## src/rtl/dr_pkg.sv

```systemverilog
package dr_pkg;

  typedef enum logic [1:0] {
    ENC_IDLE = 2'd0,
    ENC_SEND = 2'd1,
    ENC_RTZ  = 2'd2
  } encState_e;

  typedef struct packed {
    logic loadTx;
    logic clearTx;
    logic capture;
  } ctrlStrobes_t;

  typedef struct packed {
    logic allValid;
    logic allEmpty;
  } rxStatus_t;

endpackage

```

## src/rtl/dr_datapath.sv

```systemverilog
module dr_datapath
  import dr_pkg::*;
#(
  parameter int W = 8
) (
  input  logic         clk,
  input  logic         rstN,
  input  ctrlStrobes_t strobes,
  input  logic [W-1:0] inWord,
  input  logic [W-1:0] rxRailT,
  input  logic [W-1:0] rxRailF,
  output logic [W-1:0] txRailT,
  output logic [W-1:0] txRailF,
  output logic [W-1:0] outWord,
  output logic         outValid,
  output logic         codeErr,
  output rxStatus_t    rxStatus
);

  logic [W-1:0] bitValid;
  logic [W-1:0] bitEmpty;
  logic [W-1:0] bitIllegal;

  // per-bit classification of the receive pairs
  for (genvar b = 0; b < W; b++) begin : g_bit
    assign bitValid[b]   = rxRailT[b] ^ rxRailF[b];
    assign bitEmpty[b]   = ~(rxRailT[b] | rxRailF[b]);
    assign bitIllegal[b] = rxRailT[b] & rxRailF[b];

    always_ff @(posedge clk or negedge rstN) begin
      if (!rstN) begin
        txRailT[b] <= 1'b0;
        txRailF[b] <= 1'b0;
      end else if (strobes.clearTx) begin
        txRailT[b] <= 1'b0;
        txRailF[b] <= 1'b0;
      end else if (strobes.loadTx) begin
        txRailT[b] <= inWord[b];
        txRailF[b] <= ~inWord[b];
      end
    end
  end

  assign rxStatus.allValid = &bitValid;
  assign rxStatus.allEmpty = &bitEmpty;

  always_ff @(posedge clk or negedge rstN) begin
    if (!rstN) begin
      outWord  <= '0;
      outValid <= 1'b0;
      codeErr  <= 1'b0;
    end else begin
      outValid <= strobes.capture;
      if (strobes.capture) outWord <= rxRailT;
      if (|bitIllegal) codeErr <= 1'b1;
    end
  end

endmodule

```

## src/rtl/dr_control.sv

```systemverilog
module dr_control
  import dr_pkg::*;
(
  input  logic         clk,
  input  logic         rstN,
  input  logic         inValid,
  input  logic         txAck,
  input  rxStatus_t    rxStatus,
  output ctrlStrobes_t strobes,
  output logic         inReady,
  output logic         rxAck
);

  encState_e encState, encNext;

  // transmit sequencing
  always_comb begin
    encNext         = encState;
    strobes.loadTx  = 1'b0;
    strobes.clearTx = 1'b0;
    unique case (encState)
      ENC_IDLE: if (inValid && !txAck) begin
        strobes.loadTx = 1'b1;
        encNext        = ENC_SEND;
      end
      ENC_SEND: if (txAck) begin
        strobes.clearTx = 1'b1;
        encNext         = ENC_RTZ;
      end
      ENC_RTZ: if (!txAck) encNext = ENC_IDLE;
      default: encNext = ENC_IDLE;
    endcase
  end

  assign inReady = (encState == ENC_IDLE) && !txAck;

  always_ff @(posedge clk or negedge rstN) begin
    if (!rstN) encState <= ENC_IDLE;
    else       encState <= encNext;
  end

  // completion detection on the receive side
  assign strobes.capture = !rxAck && rxStatus.allValid;

  always_ff @(posedge clk or negedge rstN) begin
    if (!rstN)                            rxAck <= 1'b0;
    else if (strobes.capture)             rxAck <= 1'b1;
    else if (rxAck && rxStatus.allEmpty)  rxAck <= 1'b0;
  end

endmodule

```

## src/rtl/dualrail_link.sv

```systemverilog
module dualrail_link
  import dr_pkg::*;
#(
  parameter int W = 8
) (
  input  logic         clk,
  input  logic         rstN,
  input  logic [W-1:0] inWord,
  input  logic         inValid,
  output logic         inReady,
  output logic [W-1:0] txRailT,
  output logic [W-1:0] txRailF,
  input  logic         txAck,
  input  logic [W-1:0] rxRailT,
  input  logic [W-1:0] rxRailF,
  output logic         rxAck,
  output logic [W-1:0] outWord,
  output logic         outValid,
  output logic         codeErr
);

  ctrlStrobes_t strobes;
  rxStatus_t    rxStatus;

  dr_control uCtrl (
    .clk      (clk),
    .rstN     (rstN),
    .inValid  (inValid),
    .txAck    (txAck),
    .rxStatus (rxStatus),
    .strobes  (strobes),
    .inReady  (inReady),
    .rxAck    (rxAck)
  );

  dr_datapath #(.W(W)) uData (
    .clk      (clk),
    .rstN     (rstN),
    .strobes  (strobes),
    .inWord   (inWord),
    .rxRailT  (rxRailT),
    .rxRailF  (rxRailF),
    .txRailT  (txRailT),
    .txRailF  (txRailF),
    .outWord  (outWord),
    .outValid (outValid),
    .codeErr  (codeErr),
    .rxStatus (rxStatus)
  );

endmodule

```

## config.mk

```make
export PLATFORM = sky130hd
export DESIGN_NAME = dualrail_link
export DESIGN_NICKNAME = d
export VERILOG_FILES = /design/src/rtl/dr_pkg.sv /design/src/rtl/dr_datapath.sv /design/src/rtl/dr_control.sv /design/src/rtl/dualrail_link.sv
export SDC_FILE = /design/constraint.sdc
export NUM_CORES = 1
export LEC_CHECK = 0
export ABC_AREA = 0
export BUFFER_PORTS_ARGS = -buffer_cell sky130_fd_sc_hd__buf_2
export CORE_UTILIZATION = 28
export CTS_CLUSTER_SIZE = 24
export DETAILED_ROUTE_END_ITERATION = 6
export PLACE_DENSITY = 0.58
export SYNTH_ARGS = -nofsm -noshare
export SYNTH_HDL_FRONTEND = slang
export SYNTH_SLANG_ARGS = --single-unit
```

## constraint.sdc

```tcl
create_clock -name clk -period 2.12 [get_ports clk]
set_clock_uncertainty 0.2 [all_clocks]
set_input_delay 0.106 -clock clk [delete_from_list [all_inputs] [get_ports clk]]
set_output_delay 0.106 -clock clk [all_outputs]
set_load 0.05 [all_outputs]
```

# == Word-level counts from Yosys, hierarchy flattened ==
# Index checks and enable logic that the tools add are counted.
# word_totals
regBits,29
latch_bits,0
mem_bits_rw,0
mem_bits_ro,0
input_bits,28
word_cells,121
memories,0
# classes
addsub,0
mul,0
div_mod_pow,0
n_lt_le_gt_ge,0
n_eq_ne,5
shifts,0
mux,42
n_bitwise,40
n_reduce_logical,13
# ops
cell,n
two-way mux 1 bit,38
inverter 1 bit,16
AND reduction 8 bit,2
AND 1 bit,8
bitwise OR 1 bit,8
OR reduction 8 bit,1
bitwise XOR 1 bit,8
two-way mux 2 bit,3
one-hot mux 2 bit (3 select lines),1
logical AND 1 bit,4
!= test 2 bit (second input constant),2
nonzero test 2 bit,2
AND reduction 3 bit,1
== test 2 x 1 -> 1 bit (second input constant),1
== test 2 bit (second input constant),1
zero test 1 bit,2
zero test 2 bit,1
!= test 2 x 1 -> 1 bit (second input constant),1

# == Longest topological paths before layout ==
# Gate-level depths: netlist of the first run.
# depth
ltp_word,6
depth_mapped,5

# == Cells and area by module ==
# From an unflattened synthesis of the first run, not the netlist that was laid out.
# unflattened
cells_unflattened,135
hier_area_um2,1475.2
# modules_own_cells
mod,n_inst,cells_each,area_each_um2,seq_area_each_um2
dr_datapath,1,121,1337.5,650.6
dr_control,1,14,137.6,75.1

# == Least setup slack after synthesis of the first run ==
# No wires, ideal clock.
# synth_timing
path_kind,register to register
start,register uCtrl.rxAck
end,register uData.outWord[0]
setup_time_ns,0.125
arrival_ns,1.571
path_slack_ns,0.224
path_stages_with_launch,4
path_buffers,0
period_less_slack_ns,1.896
cell_sequence,dfrtp_1 > nand4b_1 > nor3_4 > mux2_2
# synth_lines
element,line_no,rtl
start: declaration,dr_control.sv:11,output logic rxAck
start signal: assignment,dr_control.sv:46,if (!rstN) rxAck <= 1'b0;
start signal: assignment,dr_control.sv:47,else if (strobes.capture) rxAck <= 1'b1;
start signal: assignment,dr_control.sv:48,else if (rxAck && rxStatus.allEmpty) rxAck <= 1'b0;
end signal: assignment,dr_datapath.sv:54,if (strobes.capture) outWord <= rxRailT;
end: declaration,dr_datapath.sv:14,"output logic [W-1:0] outWord,"

==> flow_summary.yaml, run 1 <==
run_status:
  status: "completed"
setup_path:
  r2r_setup_slack_ns: 0.38
  crit_start: "rxRailT[6]"
  path_max_fanout: 8
  critPathLaunchType: "primary input"
  setup.worst_path.class: "in -> reg"
  r2r_end: "uData.outWord[6]$_DFFE_PN0P_"
  crit_path_end_kind: "flop"
  ff2ff_path_depth: 4
  worstPathRequired_ns: 2.08
  rr_startpoint: "uCtrl.rxAck$_DFFE_PN0P_"
  critPathArrivalTime_ns: 2.02
  cp-endpoint: "uData.outWord[6]$_DFFE_PN0P_"
drt:
  vias: 1264
  ant_nets: 0
  drt_iter0_drc: 47
  via_per_inst: 4.34
  routedWlPerCell_um: 12.4
  route.detailed.drc: 0
  drt-pass1-iter-count: 4
  totalWireLength_um: 3610
layout:
  regArea_um2: 726
  syn_to_final_growth_pct: 47.2
  multiInputGateArea_um2: 662
  nets: 267
  num_antenna_cells: 0
  nFillCells: 490
  drive_gt1_share_pct: 36.6
  fin_util_pct: 44.1
cts:
  cts_tree: "yes"
  ctsHtreeMaxLevel: 2
  cts.sinks: 29
  clockBufferDepth: 2
  cts_made_buffers: 5
  cts-root-buf: "clkbuf_8"
  clk_pin_slew_worst_paths_ns: 0.06
  worst_skew_pair.late_latency_ns: 0.28
logic_synthesis:
  synth-edff-count: 0
  avgSynthCellArea_um2: 10.5
  synthCells: 139
  syn_area_um2: 1460
  synth_warnings: 0
  synth_cell_types: 27
  synthFlopType: "dfrtp_1"
  ys_seq_area_share_pct: 49.6
  synth_fp_nets: 183
  ys_ff_latch: 29
  synth_async_sr_flop_share_pct: 100
power:
  p_int_mw: 1.08
  pwr-share-clk_pct: 24.0
  power_switching_uw: 794
  combPwrFrac_pct: 38.1
  p_leak_nw: 1.17
  powerDensity_nw_per_um2: 869
  irDropWorstVdd_v: 0.000543
  p_sw_share_pct: 42.4
  sequentialPowerShare_pct: 38.0
global_routing:
  antenna_found_initial: 0
  track_usage_pct: 13.7
  grt_pass1_vias: 1233
  grt_max_degree: 30
  grt_pass1_wl_um: 5460
  grt-ovfl-total: 0
sta:
  hold_violations: 0
  period_needed_ns: 2.06
  slew_headroom_pct: 54.2
  finalSetupViolCount: 0
  worst_slew_pin_slew_ns: 0.688
  period_share_pct: 97.1
  timing.final.ws_setup_ns: 0.0615
  hold_slack_ns: 0.170
  fmax_mhz: 486
  drv_slew: 0
die:
  start_util_pct: 30.0
  io_pins: 56
  fp.dieW_um: 74.3
  rows: 25
  die_y_um: 74.3
  design.die.area_um2: 5520
  core_um2: 4880
placed_design:
  place_ws_ns: 0.264
  dp_hpwl_um: 2420
  port_buffers: 55
  place.gp.congestion: 0.729
flow_run:
  drv_cap: 0
hold_path:
  hp-class: "in -> reg"
placed cells by master, fill, tap and decap left out, types with 5 or more instances in the layout:
| cell | count |
|---|---|
| dlygate4sd3_1 | 21 |
| dfrtp_1 | 29 |
| nand2b_1 | 5 |
| buf_2 | 55 |
| inv_1 | 16 |
| a21oi_1 | 9 |
| clkbuf_8 | 5 |
| ha_1 | 16 |
| nand2_1 | 22 |
| mux2_2 | 8 |
| nand3_1 | 9 |
kinds of logic after synthesis:
logic type / count (synthesis) / synth area share, %
xor+xnor: 1 / 0.599
mux: 8 / 6.16
flops: 29 / 49.6
compound gates: 13 / 5.22
buf+inv: 20 / 5.99
simple gates: 52 / 18.7
fa+ha+maj: 16 / 13.7
power by group through the flow:
stage / Clock [mW] / Sequential, mW / Combinational [mW]
after global routing: 0.497 / 0.725 / 0.758
after global placement: 0 / 0.722 / 0.679
after CTS: 0.470 / 0.713 / 0.715
after detailed placement: 0 / 0.721 / 0.686
final: 0.449 / 0.711 / 0.712
after floorplan: 0 / 1.05 / 0.159
synth_stat cells (2+ instances only):
master / number / area (µm²)
o21ai_2: 3 / 26.3
nor2_1: 2 / 7.51
nor3_1: 3 / 15.0
mux2_2: 8 / 90.1
nand2b_1: 5 / 31.3
inv_1: 16 / 60.1
nand4_1: 2 / 12.5
a21oi_1: 9 / 45.0
dfrtp_1: 29 / 726
nand2_1: 22 / 82.6
nand3_1: 9 / 45.0
ha_1: 16 / 200
sequential cells by signal, summed over array words and instances (netlist names):
name and count:
uData.txRailT 8, uCtrl.encState 2, uData.outValid 1, uData.codeErr 1, uData.outWord 8, uCtrl.rxAck 1, uData.txRailF 8
metrics by stage:
step | std cells | setup TNS (ns) | total power [mW] | area, µm²
2_1_floorplan | 139 | 0 | 1.21 | 1460
3_3_place_gp | 261 | 0 | 1.40 | 1830
3_5_place_dp | 261 | 0 | 1.41 | 1830
4_1_cts | 290 | 0 | 1.90 | 2130
5_1_grt | 291 | -0.0844 | 1.98 | 2150
6_report | 291 | 0 | 1.87 | 2150
per-layer routing:
layer	GRT usage, %	wire length [µm]	vias to the layer above
li1	-	-	625
met1	16.0	1670	584
met2	23.5	1680	49
met3	5.01	214	6
met4	4.40	46	0
met5	0	0	-
worst min-delay path by stage:
stage                                               end  startpoint  depth (start not counted)
after floorplan           uCtrl.encState[0]$_DFFE_PN0P_        rstN                          0
after global placement     uData.outWord[5]$_DFFE_PN0P_        rstN                          1
after detailed placement   uData.outWord[5]$_DFFE_PN0P_        rstN                          1
after CTS                       uCtrl.rxAck$_DFFE_PN0P_  rxRailF[2]                          6
after global routing            uCtrl.rxAck$_DFFE_PN0P_  rxRailF[2]                          6
final                           uCtrl.rxAck$_DFFE_PN0P_  rxRailF[2]                          6
area by class of cell:
| cell class | count | area share [%] |
|---|---|---|
| Multi-Input combinational cell | 90 | 30.7 |
| Clock buffer | 5 | 3.20 |
| Inverter | 16 | 2.79 |
| Sequential cell | 29 | 33.7 |
| Clock inverter | 3 | 0.813 |
| Tap cell | 67 | 3.89 |
| Timing Repair Buffer | 81 | 24.9 |
timing repair:
action                                 4_1_cts  5_1_grt
endpoints found under the hold margin       56        0
hold buffers                                21        0
setup endpoints to repair                    0        9
setup buffers                                0        1
gates resized for setup                      0        1
worst max-delay path, stage by stage:
cell and delay, ns:
dlygate4sd3_1 0.53, buf_2 0.13, inv_1 0.04, ha_1 0.26
nand4b_1 0.16, nor3_4 0.30, buf_12 0.16, mux2_2 0.33
No activity file was read; power rests on OpenSTA's default activity.
==> run 2: changes to the inputs <==
--- a/config.mk
+++ b/config.mk
@@ -7,10 +7,11 @@
 export LEC_CHECK = 0
 export ABC_AREA = 0
 export BUFFER_PORTS_ARGS = -buffer_cell sky130_fd_sc_hd__buf_2
-export CORE_UTILIZATION = 28
+export CORE_UTILIZATION = 48
 export CTS_CLUSTER_SIZE = 24
 export DETAILED_ROUTE_END_ITERATION = 6
-export PLACE_DENSITY = 0.58
+export PLACE_DENSITY = 0.85
 export SYNTH_ARGS = -nofsm -noshare
 export SYNTH_HDL_FRONTEND = slang
+export SYNTH_HIERARCHICAL = 1
 export SYNTH_SLANG_ARGS = --single-unit
==> run 2 against run 1 <==
Against the previous run: the run now ends with design-rule violations left; total power is 5.9% lower; clock power is 33% lower; synthesized cell count is 2.9% lower; critical endpoint is now uData/outWord[7]$_DFFE_PN0P_; largest cell class unchanged; largest power group unchanged.
==> flow_summary.yaml, run 2 <==
global_routing:
  grt_pass1_wl_um: 5540
  grt_max_degree: 30
  met3_usage_pct: 3.40
  busiest_layer: "met2"
  grtUsageMet2_pct: 41.5
  grt-ovfl-total: 0
  gr-usage-met1_pct: 25.6
  grt_pass1_vias: 1266
  track_usage_pct: 22.6
  antenna_found_initial: 0
logic_synthesis:
  ys_seq_area_share_pct: 49.2
  avgSynthCellArea_um2: 10.9
  syn_area_um2: 1480
  yosys.area.top_type_share_pct: 49.2
  synth-edff-count: 0
  yosysMostFrequentCell: "dfrtp_1"
  synth_cell_types: 21
  synth_warnings: 6
  synthCells: 135
  synth_top_area_cell: "dfrtp_1"
  synth.area.top_cells: "dfrtp_1 49%, ha_1 14%, mux2_2 6.1%"
  synth_fp_nets: 179
  synth_async_sr_flop_share_pct: 100
  synthFlopType: "dfrtp_1"
  ys_ff_latch: 29
  synth_common_cells: "29 x dfrtp_1, 16 x ha_1, 16 x inv_1, 14 x nand2b_1, 14 x nor2_1"
layout:
  nFillCells: 206
  num_antenna_cells: 0
  final_cell_mix: "56 x buf_2, 29 x dfrtp_1, 21 x dlygate4sd3_1, 16 x inv_1, 16 x ha_1"
  reg.largest.list: "uData/outWord: 8 flops, uData/txRailF: 8 flops, uData/txRailT: 8 flops"
  nets: 261
  drive_gt1_share_pct: 34.9
  syn_to_final_growth_pct: 39.4
  layout_commonest_cell: "buf_2"
  fin_util_pct: 72.7
setup_path:
  ff2ff_path_depth: 5
  critPathTopFamily: "buffers and inverters"
  critPathArrivalTime_ns: 2.11
  cp-endpoint: "uData/outWord[7]$_DFFE_PN0P_"
  critPathMostFrequentCell: "buf_2"
  crit_start: "rxRailT[7]"
  crit_path_end_kind: "flop"
  r2r_end: "uData/txRailF[5]$_DFFE_PN0P_"
  critPathLaunchType: "primary input"
  slowest_stage: "dlygate4sd3_1"
  worstPathCellList: "dlygate4sd3_1 -> buf_2 -> inv_1 -> ha_1 -> nand4_1 -> nor2_1 -> nor2b_2 -> buf_2 -> mux2_2"
  r2r_setup_slack_ns: 0.40
  path_max_fanout: 4
  worstPathRequired_ns: 2.12
  rr_startpoint: "uCtrl/encState[1]$_DFFE_PN0P_"
  cp.depth: 9
  critPathMaxStageDelay_ns: 0.54
  worst-path-buf-inv: 4
  setup.worst_path.class: "in -> reg"
placed_design:
  dp_hpwl_um: 2390
  port_buffers: 55
  place.gp.congestion: 0.877
drt:
  drt-pass1-iter-count: 6
  via_per_inst: 5.01
  drt_iter0_drc: 57
  route.detailed.drc: 1
  ant_nets: 0
  vias: 1248
  routedWlPerCell_um: 14.4
  totalWireLength_um: 3580
cts:
  post_cts_buffers: 0
  cts_made_buffers: 5
  clk_pin_slew_worst_paths_ns: 0.09
  clockBufferDepth: 2
  cts-root-buf: "clkbuf_4"
  cts_tree: "yes"
  ctsHtreeMaxLevel: 2
  cts.sinks: 29
  worst_skew_pair.late_latency_ns: 0.30
sta:
  worst_slew_pin_slew_ns: 0.633
  hold_violations: 0
  finalSetupViolCount: 0
  slew_headroom_pct: 57.8
  drv_slew: 0
  rsz0062_at_grt: "false"
  fmax_mhz: 473
  period_needed_ns: 2.12
  period_share_pct: 99.8
  tns_ns: 0
die:
  io_pins: 56
  core_um2: 2830
  start_util_pct: 52.1
  fp.dieW_um: 57.4
  rows: 19
  design.die.area_um2: 3300
  die_y_um: 57.4
run_status:
  violations: "design-rule violations"
  status: "finished with violations"
hold_path:
  hp-class: "in -> async"
power:
  powerDensity_nw_per_um2: 857
  p_total_mw: 1.76
  irDropWorstVdd_v: 0.000641
  p_leak_nw: 1.13
flow_run:
  drv_cap: 0
[run 2: what timing repair did]
| item | CTS | global route |
|---|---|---|
| gates resized for setup | 0 | 2 |
| hold endpoints to repair | 56 | 0 |
| setup endpoints to repair | 0 | 6 |
| hold buffers | 21 | 0 |
[run 2: layout make-up]
cell class	count	area, µm²	area share [%]
clock inverters	2	10.0	0.487
multi-input cells	85	667	32.4
clock buffers	6	41.3	2.01
flip-flops and latches	29	726	35.3
repair buffers	80	513	25.0
well taps	31	38.8	1.89
inverters	16	60.1	2.92
[run 2: per-layer routing]
layer  routed length (µm)  share of wire, %  vias up
met4                   52               1.5        0
met1                 1410                39      599
met2                 1920                54       51
li1                     -                 -      594
met3                  189               5.3        4
met5                    0                 0        -
[run 2: cell families after synthesis]
kind of cell             share of synthesized area (%)
buffers and inverters                             6.19
XOR/XNOR                                         0.594
AND/OR/NAND/NOR                                   15.9
adder cells (fa/ha/maj)                           13.6
AO/OA/AOI/OAI                                     3.05
flip-flops                                        49.2
multiplexers                                      11.5
[run 2: worst reg2reg max path, cell delays in order (launching register included)]
cell and delay [ns]:
dfrtp_1 0.45, nor3_4 0.22, and2_1 0.14, buf_4 0.25, or2b_1 0.27, a21oi_1 0.13
[run 2: where the power goes]
| part | switching (mW) | total (mW) | internal [mW] |
|---|---|---|---|
| Sequential | 0.0630 | 0.720 | 0.657 |
| Combinational | 0.533 | 0.741 | 0.207 |
| Clock | 0.176 | 0.302 | 0.126 |
| Total | 0.772 | 1.76 | 0.990 |
[run 2: metrics by stage]
step	cell area, µm²	hold WS [ns]	worst slack [ns]	std cells
global placement	1790	-0.0481	0.422	219
finish	2060	0.147	0.00361	249
CTS	2050	0.160	0.0521	248
global route	2060	0.205	0.00409	249
floorplan	1480	-0.390	0.206	135
detailed placement	1790	-0.0309	0.251	219
[run 2: how the worst min path moves through the flow]
stage	startpoint	end	slack, ns	depth (start not counted)
floorplan	rstN	uCtrl/encState[0]$_DFFE_PN0P_	-0.39	0
global placement	rstN	uData/outWord[1]$_DFFE_PN0P_	-0.05	1
detailed placement	rstN	uData/outWord[1]$_DFFE_PN0P_	-0.03	1
CTS	rstN	uData/txRailF[7]$_DFFE_PN0P_	0.16	2
global route	rstN	uData/outWord[1]$_DFFE_PN0P_	0.21	2
finish	rstN	uData/outWord[1]$_DFFE_PN0P_	0.15	2
==> run 3: changes to the inputs <==
==> constraint.sdc (replaced) <==
create_clock -name clk -period 2.12 [get_ports clk]
set_clock_uncertainty 0.2 [all_clocks]
set_input_delay 0.212 -clock clk [delete_from_list [all_inputs] [get_ports clk]]
set_output_delay 0.212 -clock clk [all_outputs]
set_load 0.05 [all_outputs]
==> run 3 against run 2 <==
Against the previous run: the flow still finishes with violations (design-rule violations); clock power about the same; sequential cell count stayed put; non-clock buffer count fell by 3; design area decreased by 1.3%; combinational power shrank 0.7%; total power fell by 0.34%; die area unchanged; sequential power barely moved; largest cell class unchanged; highest routed layer unchanged; register-to-register slack about the same.
==> flow_summary.yaml, run 3 (synthesis gave the netlist of run 2 again) <==
global_routing:
  grt-ovfl-total: 0
  track_usage_pct: 23.0
  grt_pass1_vias: 1275
  grt_pass1_wl_um: 5600
  antenna_found_initial: 0
  grt_max_degree: 30
layout:
  final_cell_mix: "55 x buf_2, 29 x dfrtp_1, 19 x dlygate4sd3_1, 16 x inv_1, 16 x ha_1"
  layout_commonest_cell: "buf_2"
  num_antenna_cells: 0
  syn_to_final_growth_pct: 37.5
  fin_cells: 246
  nets: 258
  drive_gt1_share_pct: 34.4
  nFillCells: 216
  design_area_um2: 2030
  reg.largest.list: "uData/outWord: 8 flops, uData/txRailF: 8 flops, uData/txRailT: 8 flops"
  regArea_um2: 726
  multiInputGateArea_um2: 664
die:
  die_y_um: 57.4
  fp.dieW_um: 57.4
  io_pins: 56
  design.die.area_um2: 3300
  start_util_pct: 52.1
  core_um2: 2830
  rows: 19
setup_path:
  setup.worst_path.class: "in -> reg"
  crit_path_end_kind: "flop"
  critPathMaxStageDelay_ns: 0.53
  worstPathCellList: "dlygate4sd3_1 -> buf_2 -> nor3_4 -> and2_1 -> buf_4 -> or2b_1 -> a21oi_1"
  path_max_fanout: 24
  critPathArrivalTime_ns: 1.81
  slowest_stage: "dlygate4sd3_1"
  critPathLaunchType: "primary input"
  worstPathRequired_ns: 2.16
cts:
  post_cts_buffers: 0
  postCtsHoldBufs: 19
  ctsHtreeMaxLevel: 2
  cts_tree: "yes"
  cts-root-buf: "clkbuf_4"
  clockBufferDepth: 2
  post_cts_resized: 0
  cts.sinks: 29
  clk_pin_slew_worst_paths_ns: 0.09
  cts_made_buffers: 5
  worst_skew_pair.late_latency_ns: 0.30
sta:
  finalSetupViolCount: 0
  fmax_mhz: 565
  tns_ns: 0
  period_needed_ns: 1.77
  worst_slew_pin_slew_ns: 0.626
  slew_headroom_pct: 58.3
  rsz0062_at_grt: "false"
  period_share_pct: 83.5
  hold_slack_ns: 0.0605
  drv_slew: 0
  hold_violations: 0
drt:
  routedWlPerCell_um: 13.9
  via_per_inst: 4.94
  totalWireLength_um: 3430
  drt-pass1-iter-count: 6
  drt_iter0_drc: 37
  ant_nets: 0
  vias: 1215
  route.detailed.drc: 1
placed_design:
  dp_cells: 219
  place.gp.congestion: 0.877
  place_area_um2: 1790
  dp_hpwl_um: 2390
  port_buffers: 55
run_status:
  status: "finished with violations"
  violations: "design-rule violations"
flow_run:
  drv_cap: 0
power:
  irDropWorstVdd_v: 0.000642
  p_leak_nw: 1.12
  powerDensity_nw_per_um2: 866
hold_path:
  hp-class: "in -> reg"
[run 3: cell types whose count changed in the layout (fill, tap and decap cells not counted), sizes merged]
cell / delta
dlygate4sd3: -2
buf: -1
[run 3: metal layers]
metal / GRT usage [%] / vias up / wire length (µm)
met4: 13.2 / 0 / 110
met2: 41.9 / 36 / 1850
li1: - / 591 / -
met1: 24.9 / 578 / 1350
met5: 0 / - / 0
met3: 4.08 / 10 / 123
[run 3: path summary, 6_finish.rpt]
path                       depth (start not counted)                           from  slack, ns                            to
setup / recovery                                   7                          txAck       0.35  uData/txRailF[5]$_DFFE_PN0P_
hold / removal                                     4                     rxRailF[6]       0.06     uData/codeErr$_DFFE_PN0P_
setup reg to reg                                   5  uCtrl/encState[1]$_DFFE_PN0P_       0.40  uData/txRailF[5]$_DFFE_PN0P_
hold reg to reg                                    2      uData/codeErr$_DFFE_PN0P_       0.30     uData/codeErr$_DFFE_PN0P_
max in group asynchronous                          2                           rstN       1.06  uData/txRailT[4]$_DFFE_PN0P_
min in group asynchronous                          2                           rstN       0.25  uData/txRailT[0]$_DFFE_PN0P_
[run 3: power by group]
part / leakage [nW] / internal, mW / switching, mW
Sequential: 0.377 / 0.657 / 0.0624
Combinational: 0.713 / 0.206 / 0.530
Clock: 0.0320 / 0.126 / 0.175
Total: 1.12 / 0.989 / 0.768
[run 3: cell type report]
cell class,count,area share (%)
clock buffer,6,2.04
sequential,29,35.8
multi-input combinational,85,32.8
timing repair buffer,77,24.1
clock inverter,2,0.494
inverter,16,2.96
tap,31,1.91
[run 3: through the flow]
step / power, mW / util [%] / setup slack [ns]
finish: 1.76 / 71.7 / 0.350
global route: 1.85 / 71.7 / 0.283
CTS: 1.77 / 71.7 / 0.376
detailed placement: 1.44 / 63.2 / 0.145
global placement: 1.41 / 63.2 / 0.316
floorplan: 1.24 / - / 0.206
[run 3: worst max-delay path, delay by kind of cell]
family / cells / cell delay, ns
AOI/OAI and AO/OA: 1 / 0.13
and+or+nand+nor: 3 / 0.53
buffers and inverters: 3 / 0.93
